### config.mk
export PLATFORM = sky130hd
export DESIGN_NAME = nrsd_coef_encoder
export DESIGN_NICKNAME = d
export VERILOG_FILES = /design/src/rtl/nrsd_pkg.sv /design/src/rtl/nrsd_digit_cell.sv /design/src/rtl/nrsd_msd_cell.sv /design/src/rtl/nrsd_coef_encoder.sv
export SDC_FILE = /design/constraint.sdc
export NUM_CORES = 1
export LEC_CHECK = 0
export BUFFER_PORTS_ARGS = -buffer_cell sky130_fd_sc_hd__buf_2
export CAP_MARGIN = 30
export CORE_MARGIN = 4
export CORE_UTILIZATION = 53
export CTS_BUF_LIST = sky130_fd_sc_hd__clkbuf_8
export DETAILED_ROUTE_END_ITERATION = 7
export PLACE_DENSITY = 0.95
export SLEW_MARGIN = 25
export SYNTH_ARGS = -nofsm -noshare
export SYNTH_HDL_FRONTEND = slang
export SYNTH_SLANG_ARGS = --single-unit
### constraint.sdc
create_clock -name clk_i -period 1.8 [get_ports clk_i]
set_input_delay 0.09 -clock clk_i [delete_from_list [all_inputs] [get_ports clk_i]]
set_output_delay 0.09 -clock clk_i [all_outputs]
set_load 0.05 [all_outputs]
### src/rtl/nrsd_pkg.sv
package nrsd_pkg;
  typedef struct packed {
    logic s;
    logic two;
    logic one;
  } msd_code_t;

  function automatic logic signed [2:0] msd_value(input msd_code_t c);
    logic signed [2:0] m;
    m = c.two ? 3'sd2 : (c.one ? 3'sd1 : 3'sd0);
    return c.s ? -m : m;
  endfunction

  function automatic logic signed [2:0] lo_value(input logic [1:0] code, input bit pos_set);
    logic signed [2:0] h2, l;
    h2 = code[1] ? 3'sd2 : 3'sd0;
    l  = code[0] ? 3'sd1 : 3'sd0;
    return pos_set ? (h2 - l) : (l - h2);
  endfunction
endpackage

### src/rtl/nrsd_digit_cell.sv
module nrsd_digit_cell #(
  parameter bit POS_SET = 1'b0
) (
  input  logic [1:0] b_i,
  input  logic       c_i,
  output logic       c_o,
  output logic [1:0] code_o
);
  logic c_mid, n_lo, n_hi;

  generate
    if (POS_SET) begin : g_pos
      // negative-weight sum at even position, positive at odd
      always_comb begin
        c_mid = b_i[0] | c_i;
        n_lo  = b_i[0] ^ c_i;
        c_o   = b_i[1] & c_mid;
        n_hi  = b_i[1] ^ c_mid;
      end
    end else begin : g_neg
      always_comb begin
        c_mid = b_i[0] & c_i;
        n_lo  = b_i[0] ^ c_i;
        c_o   = b_i[1] | c_mid;
        n_hi  = b_i[1] ^ c_mid;
      end
    end
  endgenerate

  assign code_o = {n_hi, n_lo};
endmodule

### src/rtl/nrsd_msd_cell.sv
module nrsd_msd_cell
  import nrsd_pkg::*;
(
  input  logic [1:0] b_i,
  input  logic       c_i,
  output msd_code_t  code_o
);
  // value = -2*b[1] + b[0] + c
  logic both;
  assign both       = b_i[0] & c_i;
  assign code_o.one = b_i[0] ^ c_i;
  assign code_o.s   = b_i[1] & ~both;
  assign code_o.two = b_i[1] ? ~(b_i[0] | c_i) : both;
endmodule

### src/rtl/nrsd_coef_encoder.sv
module nrsd_coef_encoder
  import nrsd_pkg::*;
#(
  parameter int unsigned COEF_W  = 16,
  parameter bit          POS_SET = 1'b0
) (
  input  logic                  clk_i,
  input  logic                  rst_ni,
  input  logic                  in_valid_i,
  output logic                  in_ready_o,
  input  logic [COEF_W-1:0]     coef_i,
  output logic                  out_valid_o,
  input  logic                  out_ready_i,
  output logic [COEF_W-3:0]     lo_digits_o,
  output logic [2:0]            msd_o
);
  localparam int unsigned NDIG = COEF_W / 2;
  localparam int unsigned LO_W = 2 * (NDIG - 1);
  localparam int unsigned RW   = COEF_W + 3;

  logic [NDIG-1:0] carry;
  logic [LO_W-1:0] lo_d, lo_q;
  msd_code_t       msd_d, msd_q;
  logic            valid_q, accept;

  assign carry[0] = 1'b0;

  for (genvar j = 0; j < NDIG - 1; j++) begin : g_dig
    nrsd_digit_cell #(.POS_SET(POS_SET)) u_cell (
      .b_i    (coef_i[2*j+1:2*j]),
      .c_i    (carry[j]),
      .c_o    (carry[j+1]),
      .code_o (lo_d[2*j+1:2*j])
    );
  end

  nrsd_msd_cell u_msd (
    .b_i    (coef_i[COEF_W-1:COEF_W-2]),
    .c_i    (carry[NDIG-1]),
    .code_o (msd_d)
  );

  assign in_ready_o = !valid_q || out_ready_i;
  assign accept     = in_valid_i && in_ready_o;

  always_ff @(posedge clk_i or negedge rst_ni) begin
    if (!rst_ni) begin
      valid_q <= 1'b0;
      lo_q    <= '0;
      msd_q   <= '0;
    end else begin
      if (in_ready_o) valid_q <= in_valid_i;
      if (accept) begin
        lo_q  <= lo_d;
        msd_q <= msd_d;
      end
    end
  end

  assign out_valid_o = valid_q;
  assign lo_digits_o = lo_q;
  assign msd_o       = msd_q;

  // weighted rebuild of the registered digits
  logic signed [RW-1:0] recon;
  always_comb begin
    recon = RW'(msd_value(msd_q)) <<< (2 * (NDIG - 1));
    for (int j = 0; j < NDIG - 1; j++)
      recon = recon + (RW'(lo_value(lo_q[2*j+1 -: 2], POS_SET)) <<< (2 * j));
  end

  AST_ACCEPT_SHOWS: assert property (@(posedge clk_i) disable iff (!rst_ni)
    accept |=> out_valid_o) else $error("accept lost");
  AST_VALUE_MATCH: assert property (@(posedge clk_i) disable iff (!rst_ni)
    accept |=> (recon == RW'($signed($past(coef_i))))) else $error("value mismatch");
  AST_STALL_HOLD: assert property (@(posedge clk_i) disable iff (!rst_ni)
    (out_valid_o && !out_ready_i) |=> (out_valid_o && $stable(lo_digits_o) && $stable(msd_o)))
    else $error("stall broke");
  AST_DRAIN: assert property (@(posedge clk_i) disable iff (!rst_ni)
    (out_valid_o && out_ready_i && !in_valid_i) |=> !out_valid_o) else $error("no drain");
  AST_MSD_FORM: assert property (@(posedge clk_i) disable iff (!rst_ni)
    out_valid_o |-> (!(msd_q.one && msd_q.two) && (!msd_q.s || msd_q.one || msd_q.two)))
    else $error("bad top code");
endmodule

==> out/qor.csv <==
stage,metric,value,unit
run_status,status,"finished, violations left",
run_status,failed_checks,setup timing,
placed_design,portBuffers,38,
yosys,synthTopCellsByArea,"dfrtp_1, ha_1, mux2_4, inv_1, mux2_2",
yosys,synth_cell_types,13,
cts,cts_buffers,3,
yosys,syn-num-nets,109,
global_route,gr-usage-met2,38.0,%
pwr,total_leakage_power,0.732,nW
global_route,grtUsageTotal,19.1,%
pwr,intPower,888,µW
worst_setup_path,cp.required,1.94,ns
layout,drive_gt1_share,73.7,%
cts,post_cts.repair.setup_buffers,0,
detailed_routing,first_pass_iters,4,
sta,setup_violations,7,
global_route,grt_pass1_vias,785,
sta,hold_viol,0,
sta,relSlewSlack,73.0,%
global_route,grt_pass1_wl,3640,µm
cts,clk_pin_slew_worst_paths,0.07,ns
sta,fmax,372,MHz
yosys,synth_warnings,0,
detailed_routing,ant_nets,0,
placed_design,gp_routability_congestion,0.647,
placed_design,place_area,1370,µm²
layout,fin_cells,143,
yosys,post_synth_inst_count,75,
yosys,synth_top_area_share,45.2,%
pwr,pwr-share-clk,22.4,%
die,die_y,51.4,µm
global_route,global_route.overflow_total,0,
min_path,hold-path-endpoint,lo_digits_o[1],
min_path,min_path_type,primary input to register,
worst_setup_path,reg2reg_slack,0.60,ns
worst_setup_path,reg2reg_to,lo_digits_o[10],
detailed_routing,vias,682,
min_path,hold_depth,2,
pwr,pwr-share-comb,42.4,%
sta,worst_slack,-0.891,ns
yosys,synth.avg_cell_area,13.3,µm²
sta,min_period,2.69,ns
worst_setup_path,startpoint_type,primary input,
die,die_area,2640,µm²
placed_design,dp_hpwl,1510,µm
pwr,power_switching_share,40.2,%
worst_setup_path,reg2reg_depth,3,
yosys,yosysSeqAreaShare,45.2,%
cts,clock_sinks,18,
cts,cts_tree,done,
yosys,yosys.area.top_type,dfrtp_1,
placed_design,dp.cells,138,
cts,clockBufferDepth,2,
yosys,ys_seq_elements,18,
die,core_area,1750,µm²
worst_setup_path,worstReg2RegStart,out_valid_o,
layout,final_common_cell,buf_2,
detailed_routing,drt_wl_total,2080,µm
worst_setup_path,critPathKind,primary input to register,
pwr,p_per_area,1010,nW/µm²
cts,insertion_delay,0.25,ns
pwr,p_sw,598,µW
die,ios,39,
layout,fin_area,1470,µm²
min_path,worstHoldStart,coef_i[1],
sta,drv_slew,0,
global_route,grt_max_degree,19,
layout,layout.nets,153,
run,cap_violations,0,
layout,fin_util,84.2,%
cts,cts_max_level,1,
detailed_routing,drt_iter0_markers,2,
global_route,antenna_found_initial,0,
detailed_routing,viasPerCell,4.77,
die,rows,15,
global_route,grt_use_met3,5.54,%
detailed_routing,drt-wirelength-per-cell,14.6,µm
die,die_w,51.4,µm
cts,cts_root_buf,clkbuf_8,
pwr,ir_worst_vdd,1030,µV
detailed_routing,drc,0,
global_route,grt.busiest_layer,met2,
worst_setup_path,critPathArrivalTime,2.83,ns
sta,grt_setup_unrepaired,yes,
worst_setup_path,cp-end-kind,register,
yosys,synth_area,996,µm²
global_route,grt_use_met1,18.5,%
worst_setup_path,worstPathMaxFanout,2,
sta,fin_crit_sh,150,%
sta,fin_tns_setup,-4.15,ns
layout,areaGrowthSynthToFinish,47.6,%
sta,tightest_slew,0.405,ns
die,start_util,57.1,%
layout,mostFrequentLayoutCells,"buf_2, dfrtp_1, ha_4",
layout,n_antenna_cell,0,
pwr,seq_power_share,35.2,%
sta,fin_skew,0.000675,ns
[power by group through the flow]
stage	sequential [mW]	combinational (mW)	clock [mW]
2_1_floorplan	0.801	0.195	0
3_3_place_gp	0.522	0.602	0
3_5_place_dp	0.529	0.619	0
4_1_cts	0.522	0.633	0.339
5_1_grt	0.534	0.673	0.358
6_report	0.523	0.630	0.333
[final cells by class]
type                       count  area, µm²
tap                           25       31.3
clock buffer                   4       55.1
inverter                      19       76.3
multi-input combinational     37        629
sequential                    18        450
fill                          97        275
timing repair buffer          40        228
[critical path: stages]
cell and delay (ns):
buf_8 0.10, ha_4 0.14, inv_2 0.06, ha_4 0.12, inv_2 0.04, ha_4 0.14, inv_2 0.06, ha_4 0.13
inv_4 0.03, ha_4 0.14, inv_2 0.06, ha_4 0.13, inv_4 0.03, ha_4 0.14, inv_2 0.05, ha_4 0.11
inv_2 0.03, ha_4 0.14, inv_2 0.06, ha_4 0.12, inv_2 0.04, ha_4 0.14, inv_2 0.06, ha_4 0.14
buf_6 0.09, ha_4 0.18, mux2_4 0.26
[cell usage after synthesis]
library cell / instances
mux2_2: 6
a21oi_1: 1
a31oi_1: 1
nand2_4: 1
ha_1: 14
inv_1: 19
buf_12: 1
and2b_1: 1
mux2i_1: 1
dfrtp_1: 18
or2b_1: 1
mux2_4: 10
nand2b_4: 1
[logic make-up after synthesis]
family	after synthesis	share of synthesized area [%]
AND/OR/NAND/NOR	4	4.02
adder cells (fa/ha/maj)	14	17.6
flip-flops	18	45.2
multiplexers	17	22.9
AO/OA/AOI/OAI	2	1.13
buffers and inverters	20	9.17
[how the worst max path moves through the flow]
stage	endpoint	startpoint	slack, ns	cells after the start
2_1_floorplan	msd_o[2]	coef_i[1]	-0.99	27
3_3_place_gp	msd_o[2]	coef_i[1]	-1.16	28
3_5_place_dp	msd_o[2]	coef_i[1]	-1.24	28
4_1_cts	msd_o[2]	coef_i[1]	-0.90	28
5_1_grt	msd_o[2]	coef_i[1]	-1.01	28
6_report	msd_o[0]	coef_i[1]	-0.89	27
[flip-flops by register name, indices dropped and copies added, names as in the netlist]
signal / flops
msd_o: 3
out_valid_o: 1
lo_digits_o: 14
[metrics by stage]
step / total power [mW] / setup slack [ns] / hold slack (ns)
floorplan: 0.996 / -0.987 / -0.206
global placement: 1.12 / -1.16 / 0.0376
detailed placement: 1.15 / -1.24 / 0.0461
CTS: 1.49 / -0.895 / 0.0658
global route: 1.57 / -1.01 / 0.0814
finish: 1.49 / -0.891 / 0.0784
[metal layers]
layer / up-vias / wire (µm)
met2: 23 / 1200
met1: 329 / 721
met5: - / 0
li1: 328 / -
met3: 2 / 141
met4: 0 / 21
[timing repair]
action / CTS / global route
hold buffers: 1 / 0
endpoints found under the hold margin: 18 / 0
pin swaps: 2 / 2
setup endpoints to repair: 7 / 8
resized for setup: 7 / 1
(Power assumes the default switching activity.)
